### config.mk
export PLATFORM = sky130hd
export DESIGN_NAME = scan_shift_engine
export DESIGN_NICKNAME = d
export VERILOG_FILES = /design/src/rtl/scan_shift_engine.sv
export SDC_FILE = /design/constraint.sdc
export NUM_CORES = 1
export LEC_CHECK = 0
export ABC_AREA = 1
export CAP_MARGIN = 20
export CORE_UTILIZATION = 40
export CTS_CLUSTER_SIZE = 24
export DETAILED_ROUTE_END_ITERATION = 7
export GPL_TIMING_DRIVEN = 0
export SETUP_SLACK_MARGIN = 0.05
export SLEW_MARGIN = 0
export SYNTH_ARGS = -nofsm -noshare
export SYNTH_HDL_FRONTEND = slang
export SYNTH_SLANG_ARGS = --single-unit
### constraint.sdc
create_clock -name clk -period 3.8 [get_ports clk]
set_input_delay 0.57 -clock clk [delete_from_list [all_inputs] [get_ports clk]]
set_output_delay 0.57 -clock clk [all_outputs]
set_load 0.01 [all_outputs]
### src/rtl/scan_shift_engine.sv
module scan_shift_engine #(
  parameter int NCH   = 4,
  parameter int DEPTH = 8,
  parameter int AW    = 5
) (
  input  logic           clk,
  input  logic           rst_n,
  input  logic           wr_en,
  input  logic [AW-1:0]  wr_addr,
  input  logic [31:0]    wr_data,
  input  logic [AW-1:0]  rd_addr,
  output logic [31:0]    rd_data,
  output logic [NCH-1:0] scan_tdi,
  output logic [NCH-1:0] scan_tck
);
  localparam int PW = $clog2(DEPTH);
  localparam int CW = $clog2(DEPTH + 1);

  typedef enum logic [1:0] {S_IDLE, S_LEN, S_LOAD, S_SHIFT} st_t;

  logic [7:0]     mem [DEPTH];
  logic [PW-1:0]  wp, rp;
  logic [CW-1:0]  cnt;
  logic [NCH-1:0] chain_en;
  logic           ovf;
  st_t            st;
  logic           ph;
  logic [7:0]     sreg;
  logic [2:0]     bidx;
  logic [8:0]     left;
  logic [2:0]     nreq;

  always_comb begin
    nreq = 3'd0;
    if (wr_en) begin
      case (wr_addr)
        AW'(5'h10): nreq = 3'd1;
        AW'(5'h14): nreq = 3'd2;
        AW'(5'h18): nreq = 3'd4;
        default:    nreq = 3'd0;
      endcase
    end
  end

  wire       go     = |chain_en;
  wire [7:0] head   = mem[rp];
  wire       pop    = go && (cnt != '0) && (st != S_SHIFT);
  wire       fits   = (32'(cnt) + 32'(nreq)) <= 32'(DEPTH);
  wire       push   = (nreq != 3'd0) && fits;
  wire       drop   = (nreq != 3'd0) && !fits;
  wire       busy   = (st != S_IDLE);
  wire [NCH-1:0] en_wr  = wr_data[NCH-1:0];
  wire       en_ok  = (en_wr & (en_wr - NCH'(1))) == '0;
  wire [2:0] cnt_sat = (32'(cnt) > 7) ? 3'd7 : 3'(cnt);

  always_ff @(posedge clk) begin
    for (int k = 0; k < 4; k++)
      if (push && k < int'(nreq))
        mem[wp + PW'(k)] <= wr_data[8*k +: 8];
  end

  always_ff @(posedge clk or negedge rst_n) begin
    if (!rst_n) begin
      wp       <= '0;
      rp       <= '0;
      cnt      <= '0;
      ovf      <= 1'b0;
      chain_en <= '0;
    end else begin
      if (push) wp <= wp + PW'(nreq);
      if (pop)  rp <= rp + PW'(1);
      cnt <= cnt + (push ? CW'(nreq) : CW'(0)) - (pop ? CW'(1) : CW'(0));
      if (drop) ovf <= 1'b1;
      if (wr_en && wr_addr == AW'(5'h04) && en_ok) chain_en <= en_wr;
    end
  end

  always_ff @(posedge clk or negedge rst_n) begin
    if (!rst_n) begin
      st   <= S_IDLE;
      ph   <= 1'b0;
      sreg <= '0;
      bidx <= '0;
      left <= '0;
    end else begin
      case (st)
        S_IDLE: if (pop && head == 8'h80) st <= S_LEN;
        S_LEN:  if (pop) begin
          left <= {1'b0, head} + 9'd1;
          st   <= S_LOAD;
        end
        S_LOAD: if (pop) begin
          sreg <= head;
          bidx <= '0;
          ph   <= 1'b0;
          st   <= S_SHIFT;
        end
        S_SHIFT: if (go) begin
          ph <= ~ph;
          if (ph) begin
            sreg <= sreg >> 1;
            bidx <= bidx + 3'd1;
            left <= left - 9'd1;
            if (left == 9'd1)      st <= S_IDLE;
            else if (bidx == 3'd7) st <= S_LOAD;
          end
        end
        default: st <= S_IDLE;
      endcase
    end
  end

  assign scan_tck = chain_en & {NCH{st == S_SHIFT && ph}};
  assign scan_tdi = chain_en & {NCH{st == S_SHIFT && sreg[0]}};

  always_comb begin
    case (rd_addr)
      AW'(5'h00): rd_data = {busy, cnt_sat, 27'd0, ovf};
      AW'(5'h04): rd_data = 32'(chain_en);
      default:    rd_data = 32'd0;
    endcase
  end
endmodule

# [Word level (Yosys, flattened, before mapping)]
# Memories as Yosys holds them, arrays and structs flattened.
# Cells that the tools add are included.
# W data, S select, Z words.
[totals] reg_bits=38 mem_bits_rw=64 inputBits=45 output_inout_bits=40 elab_cells=115 memories=1
[memory_table] name="mem" words=8 width=8 read_ports=1 rd_ports_with_merged_regs=0 wr=4 line="21" text="logic [7:0] mem [DEPTH];"
[op_classes] n_addsub=12 order_cmp=6 n_eq_ne=18 mux=37 bitwise_logic=4 n_reduce_logical=27
[op_table] cell="$pmux W32 S2" n=1
[op_table] cell="$mux W9" n=3
[op_table] cell="$mux W8" n=3
[op_table] cell="$mux W3" n=6
[op_table] cell="$pmux W9 S2" n=1
[op_table] cell="$pmux W8 S2" n=1
[op_table] cell="$eq A5 B5 Y1 const B" n=3
[op_table] cell="$mux W2" n=7
[op_table] cell="$logic_and A1 B1 Y1" n=13
[op_table] cell="$and A4 B4 Y4" n=3
[op_table] cell="$ne A2 B2 Y1 const B" n=6
[op_table] cell="$mux W1" n=11
[op_table] cell="$eq A5 B3 Y1 const B" n=2
[op_table] cell="$add A3 B1 Y3 const B" n=3
[op_table] cell="$add A8 B1 Y9 const B" n=1
[op_table] cell="$eq A9 B1 Y1 const B" n=1
[op_table] cell="$pmux W3 S3" n=1
[op_table] cell="$sub A9 B1 Y9 const B" n=1
[op_table] cell="$eq A8 B8 Y1 const B" n=1
[op_table] cell="$pmux W2 S4" n=1
[op_table] cell="$reduce_and A4 Y1" n=2
[op_table] cell="$add A3 B2 Y3 const B" n=2
[op_table] cell="$lt A1 B3 Y1 const A" n=2
[op_table] cell="$lt A2 B3 Y1 const A" n=2
[op_table] cell="24 further kinds" n=27

# [Depth between registers and ports, before layout]
# Gate-level depths: netlist of the first run.
[depth] depth_word=9 mapped_depth=19 mapped_depth_nobuf=19

# [Least setup slack after synthesis of the first run]
# OpenSTA, ideal clock, no wires.
[synth_path] kind="input port to flip-flop" from="input wr_addr[1]" to="register cnt[2]" setup_ns=0.123 arrival_time_ns=3.174 t_required_ns=3.677 setup_slack_ns=0.503 path_stages=17 path_buffers=0 cell_sequence="nor2_4 nand2_1 nor3_1 ha_1 fa_1 nor2_1 o21ai_1 nand3_2 nand2_1 inv_2 nand2_1 ha_1 inv_1 ha_1 inv_1 fa_1 xnor2_1"
[synth_via] elab_chain_len=9 elab_cells_between_ends=12 classes_between="add/sub: 3; order compare: 1; eq/ne: 3; mux: 3; reduce/logical: 2"
[synth_rtl] element="from (decl)" line="9" text="input logic [AW-1:0] wr_addr,"
[synth_rtl] element="$eq A5 B5 Y1" line="36" text="case (wr_addr)"
[synth_rtl] element="$pmux W3 S3 (*)" line="36"
[synth_rtl] element="$mux W3 (*)" line="35" text="if (wr_en) begin"
[synth_rtl] element="$add A4 B3 Y5" line="48" text="wire fits = (32'(cnt) + 32'(nreq)) <= 32'(DEPTH);"
[synth_rtl] element="$le A5 B4 Y1" line="48"
[synth_rtl] element="$logic_and A1 B1 Y1" line="49" text="wire push = (nreq != 3'd0) && fits;"
[synth_rtl] element="$mux W3 (*)" line="72" text="cnt <= cnt + (push ? CW'(nreq) : CW'(0)) - (pop ? CW'(1) : CW'(0));"
[synth_rtl] element="$add A4 B3 Y4 (*)" line="72"
[synth_rtl] element="$sub A4 B1 Y4 (*)" line="72"
[synth_rtl] element="to (signal assigned)" line="72"
[synth_rtl] element="to (decl)" line="23" text="logic [CW-1:0] cnt;"
# Every way passes the cells marked *; elsewhere a longest branch is shown, timed or not.
# A chain may end at the register's enable or synchronous reset.

==> results of run 1 <==
==> flip-flops by register name (all words and copies together), names as in the netlist <==
register and cells:
bidx 3, chain_en 4, cnt 4, left 9
mem 64, ovf 1, ph 1, rp 3
sreg 8, st 2, wp 3
==> routing by layer <==
metal	up-vias	part of all wire [%]	track usage [%]
li1	4086	-	-
met5	-	0	0
met2	278	46	39.6
met3	32	5.2	2.23
met1	3764	47	35.3
met4	0	1.8	7.32
==> synthesized netlist by cell type, types with 2 or more instances <==
cell type,n
nand3_1,130
ha_1,19
o21ai_0,63
xor2_1,5
clkbuf_1,17
nand2_1,448
nand4_1,7
edfxtp_1,64
a21oi_1,23
nor2_2,6
buf_4,27
or2_2,3
a22oi_1,5
nand2_2,5
o21ai_1,18
buf_2,25
o31ai_1,2
dfrtp_1,38
nor2_4,7
a32o_1,2
xnor2_1,3
a31oi_1,4
nand2_4,2
o211ai_1,21
nor3_1,4
clkinv_1,2
fa_1,3
nand3_4,2
nor2_1,91
nand4_4,2
o2111ai_1,6
inv_1,163
nand3_2,4
or2_1,2
inv_2,11
==> worst paths after layout <==
check                            start           to  slack [ns]  cells after the start
setup / recovery            wr_addr[1]    mem[5][7]        0.11                     13
hold / removal             chain_en[2]  chain_en[2]        0.49                      2
setup reg to reg                 wp[0]    mem[7][6]        0.58                     14
hold reg to reg            chain_en[2]  chain_en[2]        0.49                      2
max in group asynchronous        rst_n        rp[1]        2.83                      3
min in group asynchronous        rst_n       cnt[2]        0.54                      2
==> what timing repair did <==
action                                 CTS  global route
endpoints found under the hold margin    3             0
resized for setup                        4             8
setup endpoints to repair               65            56
hold buffers                             1             0
setup buffers                            1             4
==> cell families after synthesis <==
kind of cell               count (synthesis)  share of synthesized area [%]
xor gates and xnor gates                   8                          0.849
DFF                                      102                           34.8
adders and majority gates                 23                           3.73
other                                      1                         0.0455
buffers and inverters                    247                           12.9
AOI/OAI and AO/OA                        146                           10.2
and+or+nand+nor                          715                           37.4
==> layout make-up <==
type                            instances  area (um^2)  area share, %
Buffer                                 71          407           4.26
Clock inverter                          4         26.3          0.275
Clock buffer                           12          268           2.80
Timing Repair Buffer                   49          495           5.19
Tap cell                              270          338           3.54
Inverter                              176          663           6.95
Multi-Input combinational cell        916         4480           46.9
Sequential cell                       102         2870           30.1
==> report_power, final <==
part | switching (mW) | total, mW | internal, mW
Sequential | 0.121 | 1.48 | 1.36
Combinational | 1.57 | 2.29 | 0.723
Clock | 0.429 | 0.933 | 0.504
Total | 2.12 | 4.70 | 2.58
==> worst max-delay path, delay by kind of cell <==
family / cells / cell delay [ns]
AOI/OAI and AO/OA: 2 / 0.56
buffers and inverters: 1 / 0.44
and+or+nand+nor: 8 / 1.43
adders and majority gates: 2 / 0.63
==> through the flow <==
stage	power, mW	hold slack [ns]	utilization [%]	cells	worst slack [ns]
after floorplan	3.14	0.274	-	1265	0.503
after global placement	3.73	0.463	44.9	1577	-0.617
after detailed placement	3.77	0.393	45.0	1578	-0.626
after CTS	4.70	0.488	46.7	1596	-0.130
after global routing	5.08	0.508	47.2	1600	-0.0342
final	4.70	0.487	47.2	1600	0.106
==> impl_metrics.yaml, run 1 <==
floorplan:
  pin_count: 85
  rows: 52
  start_util_pct: 40.8
  dieArea_um2: 21200
  die-width_um: 146
  die_h_um: 146
  core_area_um2: 20200
pwr:
  ir_drop_mv: 0.255
  p_leak_nw: 4.65
  p_per_area_nw_per_um2: 493
global_routing:
  antenna_found_initial: 0
  grt_usage_pct: 24.6
  grt_pass1_vias: 7140
  gr-total-overflow: 0
  grt_max_degree: 36
  grt_pass1_wl_mm: 40.3
cts:
  cts_root_buffer: "clkbuf_16"
  clock_sinks: 102
  clkSlewWorstSetupHoldPaths_ns: 0.08
  cts_tree: "yes"
  insertion_delay_ns: 0.36
  clockBufferDepth: 2
  htreeDepth: 3
  cts_buffers: 9
finish:
  design_area_um2: 9550
  nNetsFinal: 1392
  layout_common_cells: "nand2_1, inv_1, nand3_1, nor2_1, edfxtp_1"
  final_layout_size_suffix_gt1_share_pct: 9.47
  fillers: 2086
  layout_commonest_cell: "nand2_1"
  syn_to_final_growth_pct: 15.7
  antenna_cells: 0
logic_synthesis:
  async_flop_share_pct: 37.3
  seq_area_frac_synth_pct: 34.8
  synth_top_area_share_pct: 23.3
  synthTopCellsByArea: "edfxtp_1, nand2_1, dfrtp_1"
  synth.cell_area_um2: 8250
  ys_types: 43
  synth_cells: 1242
  avgSynthCellArea_um2: 6.64
  yosys_warnings: 0
  synth_edf_count: 64
  ys_seq_elements: 102
  synth_top_area_cell: "edfxtp_1"
  ys.flop_type: "edfxtp_1"
setup_path:
  crit_chain: "clkdlybuf4s50_1 -> nor2_4 -> nand2_1 -> nor3_4 -> ha_1 -> fa_1 -> nor2_1 -> o21ai_1 -> nand3_2 -> nand4_4 -> nor2_2 -> nand2_1 -> o2111ai_1"
  end_kind: "flop"
  slowest_delay_ns: 0.48
  crit_path_frequent_cell: "nand2_1"
  slowest_stage: "o2111ai_1"
  critPathKind: "in2reg"
  crit_required_ns: 3.77
  crit_fanout: 10
  arrival_ns: 3.66
  start_kind: "input pin"
placed_design:
  place_area_um2: 9110
  dp_hpwl_mm: 20.7
  gp_congestion: 0.989
  io_buffers: 42
routing:
  wl_per_cell_um: 16.3
  drcViolationCount: 0
  drtIter0Drc: 729
  num_vias: 8160
  antenna_left: 0
  first_pass_iters: 5
  viasPerCell: 5.10
  wl_mm: 26.0
sta:
  slew_viol_final: 0
  finalClockSkew_ns: 0.0155
  setup_viol_count_final: 0
  worst_pin_slew_ns: 0.915
  rsz0062_at_grt: "true"
  finalSetupTns_ns: 0
  hold_violations: 0
  post-route-period-util_pct: 97.2
  layout_min_cycle_time_ns: 3.69
  relSlewSlack_pct: 39.0
  fmax_ghz: 0.271
worst_hold_path:
  hold_class: "reg2reg"
run_status:
  status: "complete, no violations"
run:
  maxCapViolCount: 0
No activity file was read; power rests on OpenSTA's default activity.
==> inputs of run 2 (changes only) <==
Settings changed: CTS_BUF_LIST from default to sky130_fd_sc_hd__clkbuf_8.
==> impl_metrics.yaml, run 2 (synthesis results as in run 1) <==
setup_path:
  crit_fanout: 10
  r2r-start: "wp[0]"
  start_kind: "input pin"
  slowest_stage: "o2111ai_1"
  arrival_ns: 3.66
  crit_path_start: "wr_addr[1]"
  crit_family: "simple AND/OR/NAND/NOR gates"
  crit_required_ns: 3.80
  slowest_delay_ns: 0.48
  end_kind: "flop"
  crit_chain: "clkdlybuf4s50_1 -> nor2_4 -> nand2_1 -> nor3_4 -> ha_1 -> fa_1 -> nor2_1 -> o21ai_1 -> nand3_2 -> nand4_4 -> nor2_2 -> nand2_1 -> o2111ai_1"
  critPathKind: "in2reg"
  crit_buf_inv: 1
  crit_path_frequent_cell: "nand2_1"
floorplan:
  pin_count: 85
  start_util_pct: 40.8
  rows: 52
  core_area_um2: 20200
  die-width_um: 146
  die_h_um: 146
  dieArea_um2: 21200
sta:
  fin_ws_ns: 0.144
  rsz0062_at_grt: "true"
  fmax_ghz: 0.274
  finalClockSkew_ns: 0.0238
  post-route-period-util_pct: 96.2
  setup_viol_count_final: 0
  finalSetupTns_ns: 0
  slew_viol_final: 0
  layout_min_cycle_time_ns: 3.66
  relSlewSlack_pct: 39.5
  worst_pin_slew_ns: 0.907
  hold_violations: 0
routing:
  drtIter0Drc: 718
  first_pass_iters: 5
  wl_per_cell_um: 16.2
  drcViolationCount: 0
  viasPerCell: 5.06
  antenna_left: 0
  num_vias: 8099
  wl_mm: 25.9
global_routing:
  grt_pass1_vias: 7144
  grt_usage_pct: 24.7
  grt_max_degree: 36
  gr-total-overflow: 0
  antenna_found_initial: 0
  grt_pass1_wl_mm: 40.3
cts:
  insertion_delay_ns: 0.39
  clkSlewWorstSetupHoldPaths_ns: 0.11
  clock_sinks: 102
  cts_tree: "yes"
  cts_buffers: 9
  htreeDepth: 3
  cts_root_buffer: "clkbuf_8"
  clockBufferDepth: 2
worst_hold_path:
  min-delay-start: "ovf"
  hold_class: "reg2reg"
placed_design:
  io_buffers: 42
  gp_congestion: 0.989
  post-place-ws_ns: -0.626
  dp_cells: 1578
  place_area_um2: 9110
  dp_hpwl_mm: 20.7
finish:
  final_layout_size_suffix_gt1_share_pct: 9.47
  nNetsFinal: 1392
  largest_reg_flops: 64
  reg_top3: "mem: 64 flops, left: 9 flops, sreg: 8 flops"
  syn_to_final_growth_pct: 14.1
  layout_common_cells: "nand2_1, inv_1, nand3_1, nor2_1, edfxtp_1"
  design_area_um2: 9410
  layout_commonest_cell: "nand2_1"
  fin_cells: 1600
  antenna_cells: 0
  top_register: "mem"
pwr:
  p_leak_nw: 4.61
  p_per_area_nw_per_um2: 476
  ir_drop_mv: 0.230
run:
  maxCapViolCount: 0
run_status:
  status: "complete, no violations"
==> run 2: cell count changes in the layout (fill, tap and decap cells not counted) <==
cell,delta
clkbuf_8,+9
inv_1,+1
inv_4,-1
inv_2,+1
bufinv_16,+1
o2111ai_2,+3
clkbuf_16,-10
clkbuf_1,-1
o2111ai_4,-3
==> run 2: timing repair <==
action | in CTS | in global routing
hold endpoints to repair | 3 | 0
endpoints found under the setup margin | 49 | 75
cloned | 0 | 0
gates resized for setup | 2 | 6
setup buffers | 1 | 4
hold buffers | 1 | 0
pin swaps | 0 | 0
==> run 2: cell type report <==
class | instances | area, um^2
Sequential cell | 102 | 2870
Buffer | 71 | 407
Clock buffer | 10 | 138
Timing Repair Buffer | 49 | 495
Fill cell | 2098 | 10800
Tap cell | 270 | 338
Inverter | 176 | 661
Multi-Input combinational cell | 916 | 4440
Clock inverter | 6 | 60.1
==> run 2: worst paths after layout <==
path | depth (start not counted) | slack, ns | end
worst max-delay path | 13 | 0.14 | mem[5][7]
worst min-delay path | 2 | 0.49 | ovf
worst max register to register | 14 | 0.58 | mem[7][6]
worst min register to register | 2 | 0.49 | ovf
max in group asynchronous | 3 | 2.87 | rp[1]
min in group asynchronous | 2 | 0.50 | cnt[2]
==> run 2: tightest hold or removal path, delay by kind of cell, from the launching register on <==
family | cells | cell delay [ns]
buf+inv | 1 | 0.06
flops | 1 | 0.34
compound gates | 1 | 0.07
==> run 2: metal layers <==
layer | track usage (%) | vias to the layer above | share of wire [%]
met1 | 35.1 | 3729 | 47
li1 | - | 4086 | -
met4 | 7.16 | 0 | 1.6
met5 | 0 | - | 0
met2 | 39.6 | 259 | 47
met3 | 2.60 | 25 | 4.8
==> run 2: per-stage QoR <==
stage | total power, mW | util (%) | hold slack, ns
after global placement | 3.73 | 44.9 | 0.463
after CTS | 4.49 | 46.2 | 0.484
after detailed placement | 3.77 | 45.0 | 0.393
after global routing | 4.86 | 46.5 | 0.510
final | 4.48 | 46.5 | 0.490
after floorplan | 3.14 | - | 0.274
==> run 2: power by group <==
| group | leakage (nW) | internal [mW] | total, mW | switching (mW) |
|---|---|---|---|---|
| Clock | 0.108 | 0.322 | 0.722 | 0.400 |
| Sequential | 1.04 | 1.35 | 1.48 | 0.121 |
| Combinational | 3.47 | 0.721 | 2.28 | 1.56 |
==> inputs of run 3 (changes only) <==
Settings changed: CTS_CLUSTER_DIAMETER from default to 100, CTS_CLUSTER_SIZE 24 to 16.
==> results of run 3 <==
Same layout as run 2: the final DEF is identical, and so are final timing and power.
